$ cat config.mk
export PLATFORM = sky130hd
export DESIGN_NAME = dual_issue_pick
export DESIGN_NICKNAME = d
export VERILOG_FILES = /design/src/rtl/dual_issue_pick.sv
export SDC_FILE = /design/constraint.sdc
export NUM_CORES = 1
export LEC_CHECK = 0
export BUFFER_PORTS_ARGS = -buffer_cell sky130_fd_sc_hd__buf_2
export CAP_MARGIN = 20
export CORE_UTILIZATION = 38
export CTS_BUF_LIST = sky130_fd_sc_hd__clkbuf_2 sky130_fd_sc_hd__clkbuf_4 sky130_fd_sc_hd__clkbuf_8
export CTS_CLUSTER_SIZE = 14
export DETAILED_ROUTE_END_ITERATION = 10
export PLACE_DENSITY = 0.83
export SYNTH_ARGS = -nofsm -noshare
export SYNTH_HDL_FRONTEND = slang
export SYNTH_SLANG_ARGS = --single-unit
$ cat constraint.sdc
create_clock -name clk -period 1 [get_ports clk]
set_input_delay 0.05 -clock clk [delete_from_list [all_inputs] [get_ports clk]]
set_output_delay 0.05 -clock clk [all_outputs]
set_load 0.1 [all_outputs]
$ cat src/rtl/dual_issue_pick.sv
module dual_issue_pick #(
  parameter int RW = 5,
  parameter int DW = 16
) (
  input  logic          clk,
  input  logic          rst_n,
  input  logic          stall_i,
  input  logic          a_valid,
  input  logic [RW-1:0] a_rs1,
  input  logic [RW-1:0] a_rs2,
  input  logic [RW-1:0] a_rd,
  input  logic          a_we,
  input  logic [DW-1:0] a_data,
  input  logic          b_valid,
  input  logic [RW-1:0] b_rs1,
  input  logic [RW-1:0] b_rs2,
  input  logic [RW-1:0] b_rd,
  input  logic          b_we,
  input  logic [DW-1:0] b_data,
  output logic [1:0]    take_cnt,
  output logic          p0_valid,
  output logic [DW-1:0] p0_data,
  output logic          p1_valid,
  output logic [DW-1:0] p1_data
);

  logic a_writes, raw_hit, waw_hit, pair_ok;

  assign a_writes = a_we && (a_rd != '0);
  assign raw_hit  = a_writes && ((b_rs1 == a_rd) || (b_rs2 == a_rd));
  assign waw_hit  = a_writes && b_we && (b_rd == a_rd);
  assign pair_ok  = a_valid && b_valid && !raw_hit && !waw_hit;

  assign take_cnt = (stall_i || !a_valid) ? 2'd0 : (pair_ok ? 2'd2 : 2'd1);

  always_ff @(posedge clk or negedge rst_n) begin
    if (!rst_n) begin
      p0_valid <= 1'b0;
      p0_data  <= '0;
      p1_valid <= 1'b0;
      p1_data  <= '0;
    end else if (!stall_i) begin
      p0_valid <= a_valid;
      p0_data  <= a_data;
      p1_valid <= pair_ok;
      p1_data  <= b_data;
    end
  end

endmodule

==> flow_summary.ini <==
[critical_path]
end_kind = primary output
crit_type = primary input to primary output
cp-start-kind = primary input
reg2reg_depth = 2
critical_path.max_fanout = 2
cp.required_ns = 0.95
reg2reg_slack_ns = 0
rr_startpoint = p1_data[1]$_DFFE_PN0N_
arrival_ns = 1.32
regToRegEndpoint = p1_data[1]$_DFFE_PN0N_

[detailed_routing]
dr.pass1.iters = 4
antenna_left = 0
drt-total-wl_um = 6010
num_vias = 1376
viasPerCell = 4.76
initialDrtViolationCount = 26
drc = 0
wl_per_cell_um = 20.8

[grt]
grt_max_degree = 35
grt_pass1_wl_um = 8500
antenna_found_initial = 0
grt_pass1_vias = 1563
track_usage = 0.296
gr-total-overflow = 0

[power]
ir_worst_vdd_mv = 1.32
powerDensity_nw_per_um2 = 1630
leakage_nw = 1.54
finalPower_w = 0.00544

[sta]
fmax_ghz = 0.730
setup-violations-final = 35
period_share = 1.37
whs_ns = -0.00368
finalHoldViolCount = 2
fin_crit_ns = 1.37
rsz0062_at_grt = true
skew_ns = 0
max-slew-margin-rel = 0.856
final.setup.worst_slack_ns = -0.370
drv_slew = 0
worst_slew_pin_slew_ns = 0.214

[flow_run]
cap_violations = 0

[die]
die_h_um = 64.4
core_um2 = 3690
die_w_um = 64.4
fp.dieArea_um2 = 4140
start_util = 0.401
rows = 22
ioPinCount = 105

[final_layout]
antenna_cells = 0
syn_to_final_growth_pct = 125
fin_util = 0.903
drive_gt1_frac = 0.797
final_common_cell = buf_2
finish.net_count = 309
final_cell_mix = buf_2 (56), buf_12 (38), mux2_4 (32), dfrtp_4 (32), dlygate4sd3_1 (25)

[synth]
synth_cell_types = 20
synthXorXnorAreaFrac = 0.0889
synthCells = 102
synth_fp_nets = 171
synthMuxAreaShare = 0.244
synth_top_family_by_area = multiplexers
netlist_area_um2 = 1480
syn_avg_cell_area_um2 = 14.5
synth_edf_count = 0
ys_seq_area_frac = 0.576
yosys.area_share.simple = 0.0483
synth_compound_area_frac = 0.0279
synth_warnings = 0
synth_flop_cell = dfrtp_1
synth_adder_area_share = 0
async_flop_share = 1.00
ys_seq_elements = 34

[clock_tree]
cts_root_buf = clkbuf_8
clk_pin_slew_worst_paths_ns = 0.07
cts_htree_levels = 2
clk-insertion-delay-late_ns = 0.30
cts_tree = built
cts_buffer_depth = 2
clkSinkCount = 34
numCtsBuffers = 5

[min_path]
min_to = p0_data[12]$_DFFE_PN0N_
hold_path.startpoint = a_data[12]
hold_path_class = primary input to register
min_delay_path_depth = 2

[run_status]
failed_checks = hold timing, setup timing
status = complete, but fails checks

[placed_design]
pre_cts_ws_ns = -0.408
port-buffer-count = 94
dp_hpwl_um = 3420
place_congestion = 0.702
-- how the worst max path moves through the flow --
stage,startpoint,end,cells past startpoint
global route,a_rd[0],take_cnt[1],7
finish,a_rd[0],take_cnt[1],7
CTS,a_rd[0],take_cnt[1],7
global placement,a_rd[3],take_cnt[1],7
floorplan,a_rd[3],take_cnt[1],4
detailed placement,a_rd[3],take_cnt[1],7
-- registers in the layout, summed over array words and instances (netlist names) --
name,count
p1_valid,1
p0_data,16
p1_data,16
p0_valid,1
-- per-layer routing --
metal  vias up  global-route usage  routed length (um)
met5         -                   0                   0
met4         0               0.150                 159
met3        10              0.0696                 337
met2        64               0.539                3240
met1       676               0.315                2280
li1        626                   -                   -
-- per-stage QoR --
stage	TNS, ns	instances	instance area, um^2
2_1_floorplan	-1.19	102	1740
3_3_place_gp	-1.00	253	2910
3_5_place_dp	-1.07	253	2910
4_1_cts	-1.21	284	3260
5_1_grt	-2.07	289	3330
6_report	-1.49	289	3330
-- cell families (layout without fill, tap and decap cells) --
kind of cell              after synthesis  in the layout
DFF                                    34             34
and+or+nand+nor                        11             11
xor gates and xnor gates               15             15
muxes                                  32             32
buffers and inverters                   5            144
AOI/OAI and AO/OA                       5              5
-- critical path: stages --
cell     delay (ns)
buf_6          0.09
or4_4          0.55
o21ai_4        0.17
a31oi_4        0.05
buf_6          0.13
nor2_4         0.09
buf_12         0.18
-- area by class of cell --
cell class | instances | area [um^2]
Clock buffer | 5 | 68.8
Tap cell | 48 | 60.1
Clock inverter | 3 | 40.0
Timing Repair Buffer | 135 | 1420
Sequential cell | 34 | 973
Fill cell | 150 | 359
Inverter | 1 | 3.75
Multi-Input combinational cell | 63 | 761
-- where the power goes --
part / switching [W] / internal, W / total [W] / leakage [nW]
Sequential: 0.000178 / 0.00160 / 0.00178 / 0.367
Combinational: 0.00140 / 0.000986 / 0.00239 / 1.12
Clock: 0.000547 / 0.000734 / 0.00128 / 0.0579
-- synthesized netlist by cell type, types with 2 or more instances --
master / instances / area share
nand3_1: 2 / 0.0068
buf_2: 3 / 0.010
xor2_1: 10 / 0.059
xnor2_1: 5 / 0.030
dfrtp_1: 34 / 0.58
mux2_2: 32 / 0.24
nand2_1: 2 / 0.0051
nor3_1: 2 / 0.0068
-- what timing repair did --
action,CTS,global route
buffers inserted,2,1
hold buffers,21,4
gates resized for setup,3,4
endpoints found under the setup margin,35,35
hold endpoints to repair,54,4
pin swaps,4,5
Note: power is estimated with default switching activity, not from simulation.
